===== src/rtl/phy_ctrl_pkg.sv =====
package phy_ctrl_pkg;
  localparam int ADDR_W   = 6;
  localparam int DATA_W   = 8;
  localparam int NUM_REGS = 2;

  // alias offsets from a register's base; order is behaviour
  localparam logic [ADDR_W-1:0] OFF_LOAD = ADDR_W'(0);
  localparam logic [ADDR_W-1:0] OFF_SET  = ADDR_W'(1);
  localparam logic [ADDR_W-1:0] OFF_CLR  = ADDR_W'(2);
  localparam logic [ADDR_W-1:0] OFF_LAST = OFF_CLR;

  localparam logic [ADDR_W-1:0] IFC_BASE = ADDR_W'(7);
  localparam logic [ADDR_W-1:0] OTG_BASE = ADDR_W'(10);
  localparam logic [ADDR_W-1:0] IFC_LAST = IFC_BASE + OFF_LAST;
  localparam logic [ADDR_W-1:0] OTG_LAST = OTG_BASE + OFF_LAST;

  localparam logic [DATA_W-1:0] IFC_RST  = 8'h00;
  localparam logic [DATA_W-1:0] OTG_RST  = 8'h06;
  localparam logic [DATA_W-1:0] IFC_RSVD = 8'h14;
  localparam logic [DATA_W-1:0] OTG_RSVD = 8'h01;

  // interface register bit positions
  localparam int IB_GUARD_OFF = 7;
  localparam int IB_QUAL_BYP  = 6;
  localparam int IB_FLT_INV   = 5;
  localparam int IB_KEEPALIVE = 3;
  localparam int IB_SER3      = 1;
  localparam int IB_SER6      = 0;

  // OTG register bit positions
  localparam int OB_EXT_SEL  = 7;
  localparam int OB_EXT_DRV  = 6;
  localparam int OB_DRV      = 5;
  localparam int OB_CHRG     = 4;
  localparam int OB_DISCHRG  = 3;
  localparam int OB_DM_PD    = 2;
  localparam int OB_DP_PD    = 1;

  localparam int REG_IFC = 0;
  localparam int REG_OTG = 1;
endpackage


===== src/rtl/phy_alias_decode.sv =====
module phy_alias_decode
  import phy_ctrl_pkg::*;
#(
  parameter int N = NUM_REGS,
  parameter logic [N*ADDR_W-1:0] BASES = {OTG_BASE, IFC_BASE}
) (
  input  logic [ADDR_W-1:0] addr,
  input  logic              we,
  output logic [N-1:0]      hit,
  output logic [N-1:0]      do_load,
  output logic [N-1:0]      do_set,
  output logic [N-1:0]      do_clr
);
  for (genvar g = 0; g < N; g++) begin : g_dec
    localparam logic [ADDR_W-1:0] BASE = BASES[g*ADDR_W +: ADDR_W];
    logic [ADDR_W-1:0] off;
    assign off        = addr - BASE;
    assign hit[g]     = (addr >= BASE) && (off <= OFF_LAST);
    assign do_load[g] = we && hit[g] && (off == OFF_LOAD);
    assign do_set[g]  = we && hit[g] && (off == OFF_SET);
    assign do_clr[g]  = we && hit[g] && (off == OFF_CLR);
  end
endmodule


===== src/rtl/phy_ctrl_reg.sv =====
module phy_ctrl_reg #(
  parameter int         W         = 8,
  parameter logic [W-1:0] RST_VAL = '0,
  parameter logic [W-1:0] RSVD    = '0
) (
  input  logic         clk,
  input  logic         rst_n,
  input  logic         do_load,
  input  logic         do_set,
  input  logic         do_clr,
  input  logic [W-1:0] wdata,
  input  logic [W-1:0] hw_clr,
  output logic [W-1:0] q
);
  logic [W-1:0] sw_next;

  always_comb begin
    if (do_load)     sw_next = wdata;
    else if (do_set) sw_next = q | wdata;
    else if (do_clr) sw_next = q & ~wdata;
    else             sw_next = q;
  end

  // hardware clear applied last so it overrides any software update
  always_ff @(posedge clk or negedge rst_n) begin
    if (!rst_n) q <= RST_VAL;
    else        q <= sw_next & ~RSVD & ~hw_clr;
  end
endmodule


===== src/rtl/phy_side_outputs.sv =====
module phy_side_outputs (
  input  logic fault_in,
  input  logic invert,
  input  logic keep_req,
  input  logic suspend_n,
  input  logic ser3,
  input  logic ser6,
  output logic fault_out,
  output logic clk_keep_alive
);
  assign fault_out      = invert ? ~fault_in : fault_in;
  assign clk_keep_alive = keep_req & suspend_n & (ser3 | ser6);
endmodule


===== src/rtl/phy_ctrl_regbank.sv =====
module phy_ctrl_regbank
  import phy_ctrl_pkg::*;
(
  input  logic              clk,
  input  logic              rst_n,
  input  logic [ADDR_W-1:0] acc_addr,
  input  logic [DATA_W-1:0] acc_wdata,
  input  logic              acc_we,
  input  logic              acc_re,
  output logic [DATA_W-1:0] acc_rdata,
  input  logic              suspend_n,
  input  logic              exit_3pin,
  input  logic              exit_6pin,
  input  logic              fault_in,
  output logic              fault_out,
  output logic              iface_guard_off,
  output logic              indicator_qual_bypass,
  output logic              fault_invert,
  output logic              clk_keep_alive,
  output logic              serial3_mode,
  output logic              serial6_mode,
  output logic              ext_vbus_sel,
  output logic              vbus_ext_drive,
  output logic              vbus_drive,
  output logic              vbus_charge,
  output logic              vbus_discharge,
  output logic              dm_pd_en,
  output logic              dp_pd_en
);
  localparam logic [NUM_REGS*DATA_W-1:0] RST_VALS  = {OTG_RST, IFC_RST};
  localparam logic [NUM_REGS*DATA_W-1:0] RSVD_MSKS = {OTG_RSVD, IFC_RSVD};

  logic [NUM_REGS-1:0] hit, do_load, do_set, do_clr;
  logic [DATA_W-1:0]   regq   [NUM_REGS];
  logic [DATA_W-1:0]   hwclr  [NUM_REGS];
  logic [DATA_W-1:0]   rd_mux;

  phy_alias_decode #(
    .N     (NUM_REGS),
    .BASES ({OTG_BASE, IFC_BASE})
  ) dec_i (
    .addr    (acc_addr),
    .we      (acc_we),
    .hit     (hit),
    .do_load (do_load),
    .do_set  (do_set),
    .do_clr  (do_clr)
  );

  always_comb begin
    for (int i = 0; i < NUM_REGS; i++) hwclr[i] = '0;
    hwclr[REG_IFC][IB_SER3] = exit_3pin;
    hwclr[REG_IFC][IB_SER6] = exit_6pin;
  end

  for (genvar g = 0; g < NUM_REGS; g++) begin : g_reg
    phy_ctrl_reg #(
      .W       (DATA_W),
      .RST_VAL (RST_VALS[g*DATA_W +: DATA_W]),
      .RSVD    (RSVD_MSKS[g*DATA_W +: DATA_W])
    ) reg_i (
      .clk     (clk),
      .rst_n   (rst_n),
      .do_load (do_load[g]),
      .do_set  (do_set[g]),
      .do_clr  (do_clr[g]),
      .wdata   (acc_wdata),
      .hw_clr  (hwclr[g]),
      .q       (regq[g])
    );
  end

  always_comb begin
    rd_mux = '0;
    for (int i = 0; i < NUM_REGS; i++)
      if (hit[i]) rd_mux = rd_mux | regq[i];
  end

  always_ff @(posedge clk or negedge rst_n) begin
    if (!rst_n)      acc_rdata <= '0;
    else if (acc_re) acc_rdata <= rd_mux;
  end

  assign iface_guard_off       = regq[REG_IFC][IB_GUARD_OFF];
  assign indicator_qual_bypass = regq[REG_IFC][IB_QUAL_BYP];
  assign fault_invert          = regq[REG_IFC][IB_FLT_INV];
  assign serial3_mode          = regq[REG_IFC][IB_SER3];
  assign serial6_mode          = regq[REG_IFC][IB_SER6];

  assign ext_vbus_sel   = regq[REG_OTG][OB_EXT_SEL];
  assign vbus_ext_drive = regq[REG_OTG][OB_EXT_DRV];
  assign vbus_drive     = regq[REG_OTG][OB_DRV];
  assign vbus_charge    = regq[REG_OTG][OB_CHRG];
  assign vbus_discharge = regq[REG_OTG][OB_DISCHRG];
  assign dm_pd_en       = regq[REG_OTG][OB_DM_PD];
  assign dp_pd_en       = regq[REG_OTG][OB_DP_PD];

  phy_side_outputs side_i (
    .fault_in       (fault_in),
    .invert         (regq[REG_IFC][IB_FLT_INV]),
    .keep_req       (regq[REG_IFC][IB_KEEPALIVE]),
    .suspend_n      (suspend_n),
    .ser3           (regq[REG_IFC][IB_SER3]),
    .ser6           (regq[REG_IFC][IB_SER6]),
    .fault_out      (fault_out),
    .clk_keep_alive (clk_keep_alive)
  );
endmodule


===== config.mk =====
export PLATFORM = sky130hd
export DESIGN_NAME = phy_ctrl_regbank
export DESIGN_NICKNAME = d
export VERILOG_FILES = /design/src/rtl/phy_ctrl_pkg.sv /design/src/rtl/phy_alias_decode.sv /design/src/rtl/phy_ctrl_reg.sv /design/src/rtl/phy_side_outputs.sv /design/src/rtl/phy_ctrl_regbank.sv
export SDC_FILE = /design/constraint.sdc
export NUM_CORES = 1
export LEC_CHECK = 0
export ABC_AREA = 1
export BUFFER_PORTS_ARGS = -buffer_cell sky130_fd_sc_hd__buf_2
export CAP_MARGIN = 10
export CORE_ASPECT_RATIO = 0.6
export CORE_MARGIN = 1
export CORE_UTILIZATION = 56
export CTS_BUF_LIST = sky130_fd_sc_hd__clkbuf_8
export DETAILED_ROUTE_END_ITERATION = 10
export GPL_TIMING_DRIVEN = 0
export PLACE_DENSITY = 0.87
export SYNTH_ARGS = -nofsm -noshare
export SYNTH_HDL_FRONTEND = slang
export SYNTH_SLANG_ARGS = --single-unit

===== constraint.sdc =====
create_clock -name clk -period 1.7 [get_ports clk]
set_input_delay 0.255 -clock clk [delete_from_list [all_inputs] [get_ports clk]]
set_output_delay 0.255 -clock clk [all_outputs]
set_load 0.02 [all_outputs]

==> flow_metrics.env, run 1 <==
export IMPL_dieArea_um2=2670
export IMPL_netlist_instances=187
export IMPL_yosys_warnings=0
export IMPL_synth_main_ff_cell="dfrtp_1"
export IMPL_routed_via_count=1584
export IMPL_fin_util=0.794
export IMPL_synth_area_leaders="dfrtp_1, nand2_1, ha_1"
export IMPL_setup_viol=0
export IMPL_synth_largest_area_cell="dfrtp_1"
export IMPL_maxCapViolCount=0
export IMPL_ys_ff_latch=21
export IMPL_yosysMostFrequentCell="nand2_1"
export IMPL_cp_required_ns=1.86
export IMPL_synth_fa_ha_area_frac=0.0726
export IMPL_synthXorXnorAreaFrac=0.00635
export IMPL_synth_mux_area_frac=0
export IMPL_ys_async_sr_fraction=1.00
export IMPL_viasPerCell=5.87
export IMPL_combinationalPowerShare=0.314
export IMPL_grt_max_degree=22
export IMPL_dr_pass1_iters=5
export IMPL_multi_input_area_um2=811
export IMPL_crit_chain="clkbuf_4 > inv_1 > ha_1 > a21oi_2 > nand3_2 > nor2_4 > buf_6 > buf_4 > nand4_1 > nand3_1 > a21oi_1"
export IMPL_cp_start_kind="input port"
export IMPL_initial_utilization=0.614
export IMPL_post_route_min_period_ns=1.63
export IMPL_fill_cells=151
export IMPL_p_leak_nw=0.976
export IMPL_hold_viol=0
export IMPL_drive_gt1_frac=0.313
export IMPL_diodes=0
export IMPL_grt_usage=0.307
export IMPL_drtAntennaViolNets=0
export IMPL_max_freq_mhz=612
export IMPL_routedWlPerCell_um=15.8
export IMPL_totalWireLength_um=4280
export IMPL_final_setup_tns_ns=0
export IMPL_syn_avg_cell_area_um2=7.37
export IMPL_ys_top_cells_by_count="nand2_1, dfrtp_1, inv_1"
export IMPL_fp_coreArea_um2=2240
export IMPL_swShare=0.375
export IMPL_end_kind="register"
export IMPL_crit_type="in2reg"
export IMPL_die_h_um=40.4
export IMPL_ir_worst_vdd_v=0.000531
export IMPL_critPathSlowestCell="ha_1"
export IMPL_clockRootBuffer="clkbuf_8"
export IMPL_io_pins=44
export IMPL_die_x_um=66.1
export IMPL_powerDensity_nw_per_um2=800
export IMPL_synth_compound_gate_area_share=0.109
export IMPL_overflow=0
export IMPL_synth_top_family_by_area="simple AND/OR/NAND/NOR gates"
export IMPL_worstMarginPinSlew_ns=0.493
export IMPL_syn_nets=217
export IMPL_dp_cells=259
export IMPL_worstPathArrival_ns=1.79
export IMPL_netSwitchingPower_mw=0.534
export IMPL_relSlewSlack=0.671
export IMPL_rows=13
export IMPL_hp_class="in2reg"
export IMPL_drt_initial_drc_count=216
export IMPL_cts_buffers=3
export IMPL_cts_max_level=1
export IMPL_netlist_area_um2=1380
export IMPL_post_route_period_util=0.961
export IMPL_hold_slack_ns=0.128
export IMPL_port_buffers=42
export IMPL_p_int_mw=0.891
export IMPL_area_delta_synth_final_pct=29.2
export IMPL_cts_max_path_buffers=2
export IMPL_skew_ns=0.00117
export IMPL_maxSlewViolCount=0
export IMPL_clkPwrFrac=0.236
export IMPL_synthDominantCellAreaShare=0.345
export IMPL_crit_fanout=6
export IMPL_crit_path_max_incr_delay_ns=0.32
export IMPL_synthSimpleGateAreaFrac=0.367
export IMPL_drc_errors=0
export IMPL_globalplace_congestion=0.837
export IMPL_antenna_found_initial=0
export IMPL_cts_tree="built"
export IMPL_synth_cell_type_count=27
export IMPL_p_seq_frac=0.450
export IMPL_finalNonFillerCells=270
export IMPL_total_power_mw=1.43
export IMPL_dp_hpwl_um=2820
export IMPL_path_clk_slew_ns=0.08
export IMPL_synth_edff_count=0
export IMPL_finish_net_count=271
export IMPL_grt_pass1_wl_um=5840
export IMPL_final_seq_area_um2=528
export IMPL_outcome="completed"
export IMPL_cts_sinks=21
export IMPL_grt_pass1_vias=1297
export IMPL_clock_latency_ns=0.27
export IMPL_yosysSeqAreaShare=0.383
layer usage:
layer	GRT usage	up-vias	wire length (um)
met2	0.531	140	1860
met5	0	-	0
met4	0.0585	0	177
met3	0.0824	31	574
li1	-	711	-
met1	0.399	702	1670
power groups by stage:
stage                     registers [mW]  logic (mW)  clock network (mW)
after detailed placement           0.643       0.402                   0
after global placement             0.638       0.386                   0
after global routing               0.646       0.480               0.356
after floorplan                    0.713       0.166                   0
after CTS                          0.635       0.416               0.328
final                              0.641       0.448               0.336
timing repair:
item | 4_1_cts | 5_1_grt
gates cloned | 0 | 0
setup endpoints to repair | 11 | 10
buffers inserted | 3 | 3
hold buffers | 1 | 0
pin swaps | 1 | 3
endpoints found under the hold margin | 19 | 0
gates resized for setup | 3 | 11
metrics by stage:
step / cell area (um^2) / setup WS, ns
6_report: 1780 / 0.0656
5_1_grt: 1780 / -0.0276
4_1_cts: 1710 / 0.0445
3_5_place_dp: 1630 / -0.403
3_3_place_gp: 1630 / -0.251
2_1_floorplan: 1380 / 0.107
cells in the final DEF (no fill, tap or decap), types with 3 or more instances in the layout:
| cell type | count |
|---|---|
| nand2_1 | 75 |
| buf_2 | 40 |
| dfrtp_1 | 19 |
| inv_1 | 16 |
| nand3_1 | 13 |
| a21oi_1 | 12 |
| ha_1 | 7 |
| nor2_1 | 6 |
| buf_4 | 6 |
| nand2_2 | 5 |
| o21ai_0 | 5 |
| nor2_4 | 3 |
| nand3_4 | 3 |
| clkbuf_8 | 3 |
final timing paths:
| check | from | to | slack, ns | cells past startpoint |
|---|---|---|---|---|
| setup / recovery | acc_addr[0] | g_reg[0].reg_i.q[0] | 0.07 | 11 |
| hold / removal | exit_6pin | g_reg[0].reg_i.q[0] | 0.13 | 2 |
| setup reg to reg | g_reg[0].reg_i.q[3] | acc_rdata[3] | 0.83 | 2 |
| hold reg to reg | register | register | 0.48 | 2 |
| max in group asynchronous | rst_n | async pin | 0.87 | 2 |
| min in group asynchronous | rst_n | acc_rdata[4] | 0.48 | 2 |
kinds of logic (layout without fill, tap and decap cells):
| family | count (synthesis) | count (layout) |
|---|---|---|
| xor+xnor | 1 | 1 |
| flops | 21 | 21 |
| compound gates | 24 | 24 |
| simple gates | 112 | 112 |
| buf+inv | 21 | 74 |
| fa+ha+maj | 8 | 8 |
cell type report:
cell class                      count  area share
Multi-Input combinational cell    145       0.455
Clock inverter                      1     0.00281
Timing Repair Buffer               49       0.152
Clock buffer                        3      0.0232
Inverter                           19      0.0414
Sequential cell                    21       0.296
Buffer                              2     0.00843
Tap cell                           30      0.0211
critical path: cells and delay by family:
family | cells | cell delay, ns
buffers and inverters | 4 | 0.52
AO/OA/AOI/OAI | 2 | 0.21
AND/OR/NAND/NOR | 4 | 0.48
adder cells (fa/ha/maj) | 1 | 0.32
Note: power is estimated with default switching activity, not from simulation.
==> run 2, diff against run 1 <==
--- a/config.mk
+++ b/config.mk
@@ -8,13 +8,15 @@
 export ABC_AREA = 1
 export BUFFER_PORTS_ARGS = -buffer_cell sky130_fd_sc_hd__buf_2
 export CAP_MARGIN = 10
+export CELL_PAD_IN_SITES_DETAIL_PLACEMENT = 0
+export CELL_PAD_IN_SITES_GLOBAL_PLACEMENT = 1
 export CORE_ASPECT_RATIO = 0.6
 export CORE_MARGIN = 1
-export CORE_UTILIZATION = 56
+export CORE_UTILIZATION = 40
 export CTS_BUF_LIST = sky130_fd_sc_hd__clkbuf_8
 export DETAILED_ROUTE_END_ITERATION = 10
 export GPL_TIMING_DRIVEN = 0
-export PLACE_DENSITY = 0.87
+export PLACE_DENSITY_LB_ADDON = 0.1
 export SYNTH_ARGS = -nofsm -noshare
 export SYNTH_HDL_FRONTEND = slang
 export SYNTH_SLANG_ARGS = --single-unit
==> flow_metrics.env, run 2 (same netlist as run 1, synthesis figures left out) <==
export IMPL_outcome="completed"
export IMPL_drc_errors=0
export IMPL_drive_gt1_frac=0.321
export IMPL_crit_path_max_incr_delay_ns=0.31
export IMPL_grt_pass1_vias=1175
export IMPL_grt_usage=0.210
export IMPL_crit_start="acc_addr[0]"
export IMPL_max_freq_mhz=632
export IMPL_relSlewSlack=0.686
export IMPL_initial_utilization=0.423
export IMPL_cts_max_level=1
export IMPL_clockRootBuffer="clkbuf_8"
export IMPL_area_delta_synth_final_pct=30.2
export IMPL_grt_max_degree=22
export IMPL_hp_start="exit_3pin"
export IMPL_globalplace_congestion=0.878
export IMPL_post_route_period_util=0.930
export IMPL_final_cell_mix="nand2_1, buf_2, dfrtp_1"
export IMPL_end_kind="register"
export IMPL_cp_required_ns=1.85
export IMPL_cts_max_path_buffers=2
export IMPL_final_setup_tns_ns=0
export IMPL_critPathSlowestCell="ha_1"
export IMPL_crit_fanout=6
export IMPL_critPathBufInv=3
export IMPL_grt_pass1_wl_um=5640
export IMPL_overflow=0
export IMPL_cpLargestDelayFamily="simple AND/OR/NAND/NOR gates"
export IMPL_viasPerCell=4.86
export IMPL_hold_slack_ns=0.126
export IMPL_cp_start_kind="input port"
export IMPL_path_clk_slew_ns=0.08
export IMPL_clock_latency_ns=0.26
export IMPL_hp_class="in2reg"
export IMPL_dp_cells=274
export IMPL_rows=16
export IMPL_skew_ns=0.000371
export IMPL_antenna_found_initial=0
export IMPL_dr_pass1_iters=4
export IMPL_die_h_um=47.5
export IMPL_routedWlPerCell_um=12.9
export IMPL_crit_chain="clkbuf_4 > inv_2 > ha_1 > a21oi_2 > nand3_1 > nor2_2 > buf_6 > nand3_4 > nand2_2 > nand2_1 > nand2_1 > o21ai_1"
export IMPL_drt_initial_drc_count=66
export IMPL_totalWireLength_um=3690
export IMPL_placed_cell_area_um2=1650
export IMPL_routed_via_count=1384
export IMPL_maxCapViolCount=0
export IMPL_dieArea_um2=3690
export IMPL_maxSlewViolCount=0
export IMPL_hold_viol=0
export IMPL_fp_coreArea_um2=3260
export IMPL_die_x_um=77.8
export IMPL_finalNonFillerCells=285
export IMPL_ir_worst_vdd_v=0.000394
export IMPL_port_buffers=42
export IMPL_worstPathArrival_ns=1.73
export IMPL_drtAntennaViolNets=0
export IMPL_finish_net_count=271
export IMPL_dp_hpwl_um=2800
export IMPL_crit_type="in2reg"
export IMPL_cts_sinks=21
export IMPL_p_leak_nw=0.974
export IMPL_design_area_um2=1800
export IMPL_cts_buffers=3
export IMPL_io_pins=44
export IMPL_powerDensity_nw_per_um2=775
export IMPL_post_route_min_period_ns=1.58
export IMPL_setup_viol=0
export IMPL_rsz0062_at_grt="false"
export IMPL_cpMostUsedCell="nand2_1"
export IMPL_worstMarginPinSlew_ns=0.471
export IMPL_diodes=0
export IMPL_layout_commonest_cell="nand2_1"
export IMPL_cts_tree="built"
run 2: where the power goes:
group          internal [mW]  total (mW)  switching, mW
clock network          0.163       0.329          0.165
registers              0.575       0.641         0.0659
logic                  0.150       0.422          0.271
run 2: through the flow:
step / setup slack, ns / util / power, mW
after floorplan: 0.107 / - / 0.879
after global placement: -0.316 / 0.504 / 1.03
after detailed placement: -0.367 / 0.504 / 1.05
after CTS: 0.0141 / 0.528 / 1.39
after global routing: 0.00228 / 0.550 / 1.47
final: 0.119 / 0.550 / 1.39
run 2: cell type report:
type / count / area (um^2)
buffer: 2 / 15.0
clock inverter: 1 / 5.00
tap: 45 / 56.3
inverter: 19 / 73.8
clock buffer: 3 / 41.3
fill: 322 / 1470
multi-input combinational: 145 / 806
timing repair buffer: 49 / 270
sequential: 21 / 528
run 2: repair_timing:
item | 4_1_cts | 5_1_grt
hold endpoints to repair | 19 | 0
resized for setup | 3 | 11
setup buffers | 2 | 4
pin swaps | 1 | 2
hold buffers | 1 | 0
endpoints found under the setup margin | 11 | 13
run 2: final timing paths:
check	to	slack, ns	depth (start not counted)
max in group asynchronous	async pin	0.88	2
min in group asynchronous	acc_rdata[4]	0.47	2
worst max register to register	acc_rdata[1]	0.85	2
worst min register to register	register	0.47	2
worst max-delay path	g_reg[0].reg_i.q[7]	0.12	12
worst min-delay path	g_reg[0].reg_i.q[1]	0.13	2
run 2: per-layer routing:
layer / vias up / wire, um / GRT usage
li1: 708 / - / -
met1: 633 / 1890 / 0.304
met2: 41 / 1520 / 0.333
met3: 2 / 265 / 0.0476
met4: 0 / 8 / 0.0340
met5: - / 0 / 0
